<file path="src/rtl/nlp_pkg.sv">
package nlp_pkg;

    typedef enum logic [1:0] {
        SZ_BYTE = 2'd0,
        SZ_HALF = 2'd1,
        SZ_WORD = 2'd2,
        SZ_RSVD = 2'd3
    } size_e;

    typedef enum logic [1:0] {
        ST_IDLE   = 2'd0,
        ST_STROBE = 2'd1,
        ST_GAP    = 2'd2,
        ST_FINISH = 2'd3
    } seq_state_e;

endpackage

</file>
<file path="src/rtl/nlp_plan.sv">
module nlp_plan
    import nlp_pkg::*;
#(
    parameter int DATA_W = 32,
    parameter int IO_W   = 16,
    parameter int CNT_W  = 3
) (
    input  logic [1:0]       size_i,
    input  logic             wide_i,
    output logic             legal_o,
    output logic [CNT_W-1:0] n_cyc_o
);
    localparam int NARROW_W  = IO_W / 2;
    localparam int WORD_NARW = DATA_W / NARROW_W;
    localparam int WORD_WIDE = DATA_W / IO_W;

    logic [CNT_W-1:0] word_n;

    always_comb begin
        word_n  = wide_i ? CNT_W'(WORD_WIDE) : CNT_W'(WORD_NARW);
        legal_o = 1'b1;
        n_cyc_o = '0;
        unique case (size_e'(size_i))
            SZ_BYTE: begin
                legal_o = !wide_i;
                n_cyc_o = word_n >> 2;
            end
            SZ_HALF: n_cyc_o = word_n >> 1;
            SZ_WORD: n_cyc_o = word_n;
            SZ_RSVD: legal_o = 1'b0;
        endcase
    end

endmodule

</file>
<file path="src/rtl/nlp_seq.sv">
module nlp_seq
    import nlp_pkg::*;
#(
    parameter int STROBE_W = 4,
    parameter int CNT_W    = 3,
    parameter int IDX_W    = 2
) (
    input  logic                clk,
    input  logic                rst_n,
    input  logic                req_i,
    input  logic                legal_i,
    input  logic                wr_i,
    input  logic [CNT_W-1:0]    n_i,
    input  logic [STROBE_W-1:0] len_i,
    output logic                start_o,
    output logic [IDX_W-1:0]    idx_o,
    output logic [CNT_W-1:0]    n_o,
    output logic                sample_o,
    output logic                io_re,
    output logic                io_we,
    output logic                busy,
    output logic                done,
    output logic                err
);
    seq_state_e state_q, state_d;

    logic [STROBE_W-1:0] cnt_q;
    logic [STROBE_W-1:0] len_q;
    logic [IDX_W-1:0]    idx_q;
    logic [CNT_W-1:0]    n_q;
    logic                wr_q;
    logic                err_q;
    logic                last_clk;
    logic                last_cyc;
    logic                in_idle;

    assign in_idle  = (state_q == ST_IDLE);
    assign start_o  = in_idle && req_i && legal_i;
    assign last_clk = (cnt_q == len_q - STROBE_W'(1));
    assign last_cyc = (CNT_W'(idx_q) == n_q - CNT_W'(1));

    // next-state
    always_comb begin
        state_d = state_q;
        unique case (state_q)
            ST_IDLE:   if (start_o) state_d = ST_STROBE;
            ST_STROBE: if (last_clk) state_d = last_cyc ? ST_FINISH : ST_GAP;
            ST_GAP:    state_d = ST_STROBE;
            ST_FINISH: state_d = ST_IDLE;
        endcase
    end

    // state register
    always_ff @(posedge clk) begin
        if (!rst_n) state_q <= ST_IDLE;
        else        state_q <= state_d;
    end

    // access context and counters
    always_ff @(posedge clk) begin
        if (!rst_n) begin
            cnt_q <= '0;
            len_q <= STROBE_W'(1);
            idx_q <= '0;
            n_q   <= '0;
            wr_q  <= 1'b0;
            err_q <= 1'b0;
        end else begin
            err_q <= in_idle && req_i && !legal_i;
            if (start_o) begin
                cnt_q <= '0;
                idx_q <= '0;
                n_q   <= n_i;
                wr_q  <= wr_i;
                len_q <= (len_i == '0) ? STROBE_W'(1) : len_i;
            end else if (state_q == ST_STROBE) begin
                if (!last_clk) cnt_q <= cnt_q + STROBE_W'(1);
            end else if (state_q == ST_GAP) begin
                cnt_q <= '0;
                idx_q <= idx_q + IDX_W'(1);
            end
        end
    end

    // outputs
    always_comb begin
        io_re    = 1'b0;
        io_we    = 1'b0;
        busy     = 1'b0;
        done     = 1'b0;
        sample_o = 1'b0;
        unique case (state_q)
            ST_IDLE: ;
            ST_STROBE: begin
                busy     = 1'b1;
                io_re    = !wr_q;
                io_we    = wr_q;
                sample_o = !wr_q && last_clk;
            end
            ST_GAP:    busy = 1'b1;
            ST_FINISH: done = 1'b1;
        endcase
    end

    assign err   = err_q;
    assign idx_o = idx_q;
    assign n_o   = n_q;

    // strobe width checker
    logic [STROBE_W:0] run_q;
    always_ff @(posedge clk) begin
        if (!rst_n)              run_q <= '0;
        else if (io_re || io_we) run_q <= run_q + (STROBE_W+1)'(1);
        else                     run_q <= '0;
    end

    AST_STROBE_EXCL: assert property (@(posedge clk) disable iff (!rst_n)
        !(io_re && io_we));
    AST_STROBE_WIDTH: assert property (@(posedge clk) disable iff (!rst_n)
        $fell(io_re || io_we) |-> (run_q == {1'b0, len_q}));
    AST_DONE_NOT_BUSY: assert property (@(posedge clk) disable iff (!rst_n)
        done |-> !busy);
    AST_BUSY_END_DONE: assert property (@(posedge clk) disable iff (!rst_n)
        $fell(busy) |-> done);
    AST_ERR_QUIET: assert property (@(posedge clk) disable iff (!rst_n)
        err |-> (!busy && !io_re && !io_we));
    AST_BUSY_IGNORES_REQ: assert property (@(posedge clk) disable iff (!rst_n)
        (busy && req_i) |=> !err);

endmodule

</file>
<file path="src/rtl/nlp_lanes.sv">
module nlp_lanes #(
    parameter int DATA_W = 32,
    parameter int IO_W   = 16,
    parameter int IDX_W  = 2,
    parameter int CNT_W  = 3
) (
    input  logic              clk,
    input  logic              rst_n,
    input  logic              start_i,
    input  logic [DATA_W-1:0] wr_data_i,
    input  logic              wide_i,
    input  logic              big_i,
    input  logic [IDX_W-1:0]  idx_i,
    input  logic [CNT_W-1:0]  n_i,
    input  logic              sample_i,
    input  logic              we_i,
    input  logic [IO_W-1:0]   io_din,
    output logic [IO_W-1:0]   io_dout,
    output logic [DATA_W-1:0] rd_data
);
    localparam int NARROW_W = IO_W / 2;
    localparam int NLANE    = DATA_W / NARROW_W;
    localparam int SH_W     = $clog2(DATA_W);

    logic              wide_q;
    logic              big_q;
    logic [DATA_W-1:0] wdat_q;
    logic [IDX_W-1:0]  lane;
    logic [SH_W-1:0]   shamt;
    logic [DATA_W-1:0] wr_shift;

    always_ff @(posedge clk) begin
        if (!rst_n) begin
            wide_q <= 1'b0;
            big_q  <= 1'b0;
            wdat_q <= '0;
        end else if (start_i) begin
            wide_q <= wide_i;
            big_q  <= big_i;
            wdat_q <= wr_data_i;
        end
    end

    // byte order: reverse cycle index within the access
    assign lane = big_q ? (IDX_W'(n_i - CNT_W'(1)) - idx_i) : idx_i;

    always_comb begin
        shamt    = wide_q ? SH_W'(lane) * SH_W'(IO_W) : SH_W'(lane) * SH_W'(NARROW_W);
        wr_shift = wdat_q >> shamt;
        if (wide_q) io_dout = wr_shift[IO_W-1:0];
        else        io_dout = {{(IO_W-NARROW_W){1'b0}}, wr_shift[NARROW_W-1:0]};
    end

    for (genvar b = 0; b < NLANE; b++) begin : g_lane
        logic                hit;
        logic [NARROW_W-1:0] src;
        logic [NARROW_W-1:0] byte_q;

        assign hit = wide_q ? (lane == IDX_W'(b / 2)) : (lane == IDX_W'(b));
        assign src = wide_q ? io_din[NARROW_W*(b%2) +: NARROW_W] : io_din[NARROW_W-1:0];

        always_ff @(posedge clk) begin
            if (!rst_n)                byte_q <= '0;
            else if (start_i)          byte_q <= '0;
            else if (sample_i && hit)  byte_q <= src;
        end

        assign rd_data[NARROW_W*b +: NARROW_W] = byte_q;
    end

    AST_NARROW_UPPER_ZERO: assert property (@(posedge clk) disable iff (!rst_n)
        (we_i && !wide_q) |-> (io_dout[IO_W-1:NARROW_W] == '0));
    AST_RESULT_HELD: assert property (@(posedge clk) disable iff (!rst_n)
        (!sample_i && !start_i) |=> $stable(rd_data));
    AST_LANE_IN_RANGE: assert property (@(posedge clk) disable iff (!rst_n)
        sample_i |-> (CNT_W'(lane) < n_i));

endmodule

</file>
<file path="src/rtl/nand_lane_packer.sv">
module nand_lane_packer
    import nlp_pkg::*;
#(
    parameter int DATA_W   = 32,
    parameter int IO_W     = 16,
    parameter int STROBE_W = 4
) (
    input  logic                clk,
    input  logic                rst_n,
    input  logic                req_valid,
    input  logic                req_write,
    input  logic [1:0]          req_size,
    input  logic                bus_wide,
    input  logic                big_endian,
    input  logic [DATA_W-1:0]   wr_data,
    input  logic [STROBE_W-1:0] strobe_len,
    input  logic [IO_W-1:0]     io_din,
    output logic [IO_W-1:0]     io_dout,
    output logic                io_re,
    output logic                io_we,
    output logic                busy,
    output logic                done,
    output logic                err,
    output logic [DATA_W-1:0]   rd_data
);
    localparam int NARROW_W = IO_W / 2;
    localparam int MAX_CYC  = DATA_W / NARROW_W;
    localparam int IDX_W    = $clog2(MAX_CYC);
    localparam int CNT_W    = $clog2(MAX_CYC + 1);

    logic             legal;
    logic [CNT_W-1:0] n_req;
    logic [CNT_W-1:0] n_cur;
    logic [IDX_W-1:0] idx;
    logic             start;
    logic             sample;

    nlp_plan #(.DATA_W(DATA_W), .IO_W(IO_W), .CNT_W(CNT_W)) u_plan (
        .size_i  (req_size),
        .wide_i  (bus_wide),
        .legal_o (legal),
        .n_cyc_o (n_req)
    );

    nlp_seq #(.STROBE_W(STROBE_W), .CNT_W(CNT_W), .IDX_W(IDX_W)) u_seq (
        .clk      (clk),
        .rst_n    (rst_n),
        .req_i    (req_valid),
        .legal_i  (legal),
        .wr_i     (req_write),
        .n_i      (n_req),
        .len_i    (strobe_len),
        .start_o  (start),
        .idx_o    (idx),
        .n_o      (n_cur),
        .sample_o (sample),
        .io_re    (io_re),
        .io_we    (io_we),
        .busy     (busy),
        .done     (done),
        .err      (err)
    );

    nlp_lanes #(.DATA_W(DATA_W), .IO_W(IO_W), .IDX_W(IDX_W), .CNT_W(CNT_W)) u_lanes (
        .clk       (clk),
        .rst_n     (rst_n),
        .start_i   (start),
        .wr_data_i (wr_data),
        .wide_i    (bus_wide),
        .big_i     (big_endian),
        .idx_i     (idx),
        .n_i       (n_cur),
        .sample_i  (sample),
        .we_i      (io_we),
        .io_din    (io_din),
        .io_dout   (io_dout),
        .rd_data   (rd_data)
    );

    AST_BUSY_AFTER_ACCEPT: assert property (@(posedge clk) disable iff (!rst_n)
        (!busy && !done && req_valid && legal) |=> busy);

endmodule

</file>
<file path="config.mk">
export PLATFORM = sky130hd
export DESIGN_NAME = nand_lane_packer
export DESIGN_NICKNAME = d
export VERILOG_FILES = /design/src/rtl/nlp_pkg.sv /design/src/rtl/nlp_plan.sv /design/src/rtl/nlp_seq.sv /design/src/rtl/nlp_lanes.sv /design/src/rtl/nand_lane_packer.sv
export SDC_FILE = /design/constraint.sdc
export NUM_CORES = 1
export LEC_CHECK = 0
export ABC_AREA = 1
export CAP_MARGIN = 10
export CORE_MARGIN = 10
export CORE_UTILIZATION = 40
export DETAILED_ROUTE_END_ITERATION = 8
export DONT_BUFFER_PORTS = 1
export HOLD_SLACK_MARGIN = 0.05
export SLEW_MARGIN = 0
export SYNTH_ARGS = -nofsm -noshare
export SYNTH_HDL_FRONTEND = slang
export SYNTH_SLANG_ARGS = --single-unit
</file>
<file path="constraint.sdc">
create_clock -name clk -period 4.8 [get_ports clk]
set_input_delay 0.72 -clock clk [delete_from_list [all_inputs] [get_ports clk]]
set_output_delay 0.72 -clock clk [all_outputs]
set_load 0.01 [all_outputs]
</file>
After elaboration in Yosys (flattened, before gate mapping)
Index checks and enable logic that the tools add are counted.
- input port bits: 60
- logic and storage cells: 80
- register bits after elaboration: 83
- output and inout bits: 53
- bitwise logic cells: 2
- mux-type cells: 23
- eq/ne operators: 14
- reduce and logical (&&, ||, !) cells: 21
- $add $sub $neg: 5
- shift operators: 1
- operator list (kind ; number):
    $shr A32 B5 Y16 ; 1
    $mux W16 ; 1
    $mux W4 ; 4
    $eq A2 B2 Y1 const B ; 6
    $mux W1 ; 9
    $pmux W3 S3 ; 1
    $logic_and A1 B1 Y1 ; 8
    $mux W8 ; 1
    $pmux W2 S4 ; 1
    $eq A2 B1 Y1 const B ; 3
    $logic_not A2 Y1 ; 3
    $mux W2 ; 3
    $reduce_and A2 Y1 ; 3
    $mux W5 ; 1
    $add A4 B1 Y4 const B ; 1
    $eq A4 B4 Y1 ; 1
    $logic_not A4 Y1 ; 1
    $ne A2 B2 Y1 const B ; 2
    $reduce_or A2 Y1 ; 2
    $sub A4 B1 Y4 const B ; 1
    $eq A2 B3 Y1 ; 1
    $logic_not A1 Y1 ; 3
    $mux W3 ; 1
    $sub A3 B1 Y3 const B ; 1
    6 further kinds ; 7

Longest topological paths before layout
- depth after elaboration: 6
- mapped depth: 15
- gate-level depth less buffers: 14

Hierarchy
Synthesis repeated with hierarchy kept, for this count alone.
- cells, all modules: 588
- area, all modules: 4047.6 µm²
- modules (own cells, without submodules) (module ; cells each ; times used ; area an instance (µm²) ; sequential area each (µm²)):
    nlp_lanes ; 443 ; 1 ; 3024.2 ; 1321.3
    nlp_seq ; 131 ; 1 ; 965.9 ; 340.3
    nlp_plan ; 14 ; 1 ; 57.6 ; 0.0

Worst setup path after synthesis
No wires, ideal clock.
- path kind: register to output
- start point: reg u_seq.n_q[0], in the netlist u_seq.n_o[0]
- end point: out io_dout[1]
- data required time: 4.080 ns
- cell stages (with the launch flop): 13
- buffers on the path: 1
- path slack: 2.361 ns
- arrival: 1.719 ns
- path through: dfxtp_1 > inv_1 > ha_1 > inv_1 > nand2_1 > nand3_1 > nand3_2 > nand2_4 > nand2_1 > nand2_1 > buf_4 > nor2_1 > a31oi_1
- cells in the longest elaborated chain, start to end: 6
- RTL lines (item ; RTL line ; RTL):
    from (decl) ; nlp_seq.sv:30 ; logic [CNT_W-1:0] n_q;
    from (signal assigned) ; nlp_seq.sv:73 ; n_q <= n_i;
    $sub A3 B1 Y3 ; nlp_lanes.sv:45 ; assign lane = big_q ? (IDX_W'(n_i - CNT_W'(1)) - idx_i) : idx_i;
    $sub A2 B2 Y2 ; nlp_lanes.sv:45 ;
    $mux W2 ; nlp_lanes.sv:45 ;
    $mux W5 ; nlp_lanes.sv:48 ; shamt = wide_q ? SH_W'(lane) * SH_W'(IO_W) : SH_W'(lane) * SH_W'(NARROW_W);
    $shr A32 B5 Y16 ; nlp_lanes.sv:49 ; wr_shift = wdat_q >> shamt;
    $mux W16 ; nlp_lanes.sv:50 ; if (wide_q) io_dout = wr_shift[IO_W-1:0];
    to (decl) ; nand_lane_packer.sv:18 ; output logic [IO_W-1:0] io_dout,
Every way passes these cells.

Worst setup path after layout
- start point: reg u_lanes.wide_q
- end point: out io_dout[0]
- cells in the longest elaborated chain, start to end: 3
- RTL lines (item ; RTL line ; RTL):
    from (decl) ; nlp_lanes.sv:25 ; logic wide_q;
    from (signal assigned) ; nlp_lanes.sv:38 ; wide_q <= wide_i;
    $mux W5 ; nlp_lanes.sv:48 ;
    $shr A32 B5 Y16 ; nlp_lanes.sv:49 ;
    $mux W16 ; nlp_lanes.sv:50 ;
Every way passes these cells.

==> results.tsv <==
metric	value	unit
Post-Layout Cell Count	727	
CP endpoint kind	output pin	
RSZ-0062 raised after global routing	false	
row count	36	
final setup fails	0	
Syn Inst Count	604	
# placed instances	711	
Compound-Gate Fraction of Synth Area	16.9	%
Critical Path Fanout Max	24	
post-CTS setup buffer count	0	
fin. max-slew vios	0	
clock buffer depth	2	
HPWL Detailed	8500	µm
most frequent cells in the layout	nand2_1, dfxtp_1, nor2_1, inv_1, o21ai_0	
largest family of logic cells by synthesized area	simple AND/OR/NAND/NOR gates	
Final Wtd Congestion	0.879	
Die Span X	121	µm
drt pass-1 iters	7	
Syn. warnings	0	
startpoint types	flip-flop	
first-pass GRT wire length	17600	µm
io pins	113	
Power Dens Cells	488	nW/µm²
core area	9910	µm²
# resized after CTS	0	
Seq cells post-synth	83	
adder-cell share of the synthesized area	2.43	%
slew margin rel.	41.4	%
Port Buffer Count	0	
commonest non-fill, non-tap cell in the layout	nand2_1	
Distinct cells, synth	32	
initial antenna violation count	0	
xor/xnor share of the synthesized area	0.851	%
Worst Hold Slack	473	ps
cell breakdown of the critical path	inv_1, nand2_1, nand2_1, o21ai_0	
Simple-Gate Fraction of Synth Area	29.0	%
Critical-path top delay cell	dfxtp_1	
Syn-to-layout area delta	5.93	%
final hold violations	0	
H-tree level count	3	
vias per cell	4.97	
skew final	10.7	ps
most used cell along the critical path	nand2_1	
fin nets	657	
die area	14700	µm²
Worst VDD drop	0.170	mV
clk_lat worst skew	360	ps
total power draw	2130	µW
Hold Path Class	flip-flop to flip-flop	
WS Path Type	flip-flop to output pin	
worst-margin pin slew	877	ps
routed length per instance	15.4	µm
fin crit period	3390	ps
TritonCTS Buffers	9	
WL final	11200	µm
Worst-path clk slew	90	ps
routed vias	3616	
Main synth FF type	dfxtp_1	
syn nets	672	
Initial Util	41.5	%
DRT iter0 DRCs	216	
# diodes	0	
asr flop ratio synth	0	%
clk sinks	83	
fmax	0.295	GHz
status	complete, no violations	
maximum capacitance violations	0	
worst path required time	4080	ps
DRC violations left	0	
CP bufs+invs	1	
CP peak stage delay	690	ps
GR Util All Layers	14.8	%
TritonCTS clock tree	yes	
Final TNS setup	0	ps
grt ovf	0	
Seq/Total Area, Yosys	40.4	%
remaining antenna violation count after routing	0	
CP arrival	2670	ps
share of layout cells above drive strength 1	7.07	%
Avg Inst Size Synth	6.81	µm²
number of global-route vias before repair	3416	
# hold bufs at CTS	0	
leakage power	0.00188	µW
Syn Std Cell Area	4120	µm²
CTS root buf	clkbuf_8	
largest net degree at the start of global routing	61	
number of synthesized flops with an enable pin	0	
mux cell area share after synthesis	0	%
DIE HEIGHT	121	µm
Largest delay share family, worst path	flip-flops	
fin crit share	70.6	%
[stage by stage]
step	utilization [%]	setup slack [ps]	instance area [µm²]
4_1_cts	44.0	1440	4360
3_3_place_gp	41.9	1960	4160
2_1_floorplan	-	2360	4120
3_5_place_dp	41.9	1850	4160
6_report	44.0	1410	4360
5_1_grt	44.0	1140	4360
[worst min-delay path, cell delays in order (launching register included)]
cell	delay, ps
dfxtp_1	320
inv_1	60
a21oi_1	50
[registers in the layout, indices dropped and copies added, names as in the netlist]
name / cells
u_seq.len_q: 4
u_seq.idx_o: 2
u_seq.state_q: 2
u_seq.err: 1
u_seq.cnt_q: 4
u_lanes.wdat_q: 32
u_lanes.big_q: 1
u_lanes.wide_q: 1
u_seq.n_o: 3
u_seq.wr_q: 1
u_lanes.g_lane.byte_q: 32
[synthesized netlist by cell type, types with 2 or more instances]
library cell  count  area, µm²
a211oi_1          2       15.0
a21oi_1          45        225
a22oi_1           8       60.1
a31oi_1           2       12.5
buf_2             9       45.0
buf_6             3       33.8
clkbuf_1         14       52.6
dfxtp_1          83       1660
ha_1              8        100
inv_1            71        267
inv_2             6       22.5
nand2_1         151        567
nand2_2           4       25.0
nand2_4           3       33.8
nand3_1          21        105
nand3_2           3       30.0
nor2_1           80        300
nor2_2            2       12.5
nor2_4            4       45.0
nor3_1            3       15.0
o211ai_1          7       52.6
o21ai_0          63        315
xor2_1            3       26.3
[path summary, 6_finish.rpt]
| check | endpoint | slack [ps] | depth (start not counted) | start |
|---|---|---|---|---|
| setup reg to reg | u_lanes.wide_q | 2460 | 9 | u_seq.state_q[0] |
| setup / recovery | io_dout[0] | 1410 | 4 | u_lanes.wide_q |
| hold / removal | u_lanes.wdat_q[15] | 470 | 2 | u_lanes.wdat_q[15] |
| hold reg to reg | u_lanes.wdat_q[15] | 470 | 2 | u_lanes.wdat_q[15] |
[kinds of logic (layout without fill, tap and decap cells)]
family	count (synthesis)	count (layout)
AO/OA/AOI/OAI	129	129
XOR/XNOR	4	4
adder cells (fa/ha/maj)	8	8
buffers and inverters	104	94
flip-flops	83	83
AND/OR/NAND/NOR	276	276
[layer usage]
metal | global-route usage [%] | routed length, µm
met1 | 17.0 | 4770
met2 | 24.3 | 5260
met3 | 6.24 | 1020
met4 | 4.84 | 131
met5 | 0 | 0
[cell type report]
| cell class | instances | area (µm²) |
|---|---|---|
| Multi-Input combinational cell | 417 | 2030 |
| Clock buffer | 11 | 141 |
| Sequential cell | 83 | 1660 |
| Tap cell | 133 | 166 |
| Inverter | 77 | 289 |
| Fill cell | 1074 | 5550 |
| Timing Repair Buffer | 1 | 7.51 |
| Clock inverter | 5 | 62.6 |
[power breakdown]
group	leakage, µW	switching [µW]	internal, µW
Clock	0.0000957	262	257
Combinational	0.00111	525	214
Sequential	0.000676	82.0	785
No activity file was read; power rests on OpenSTA's default activity.
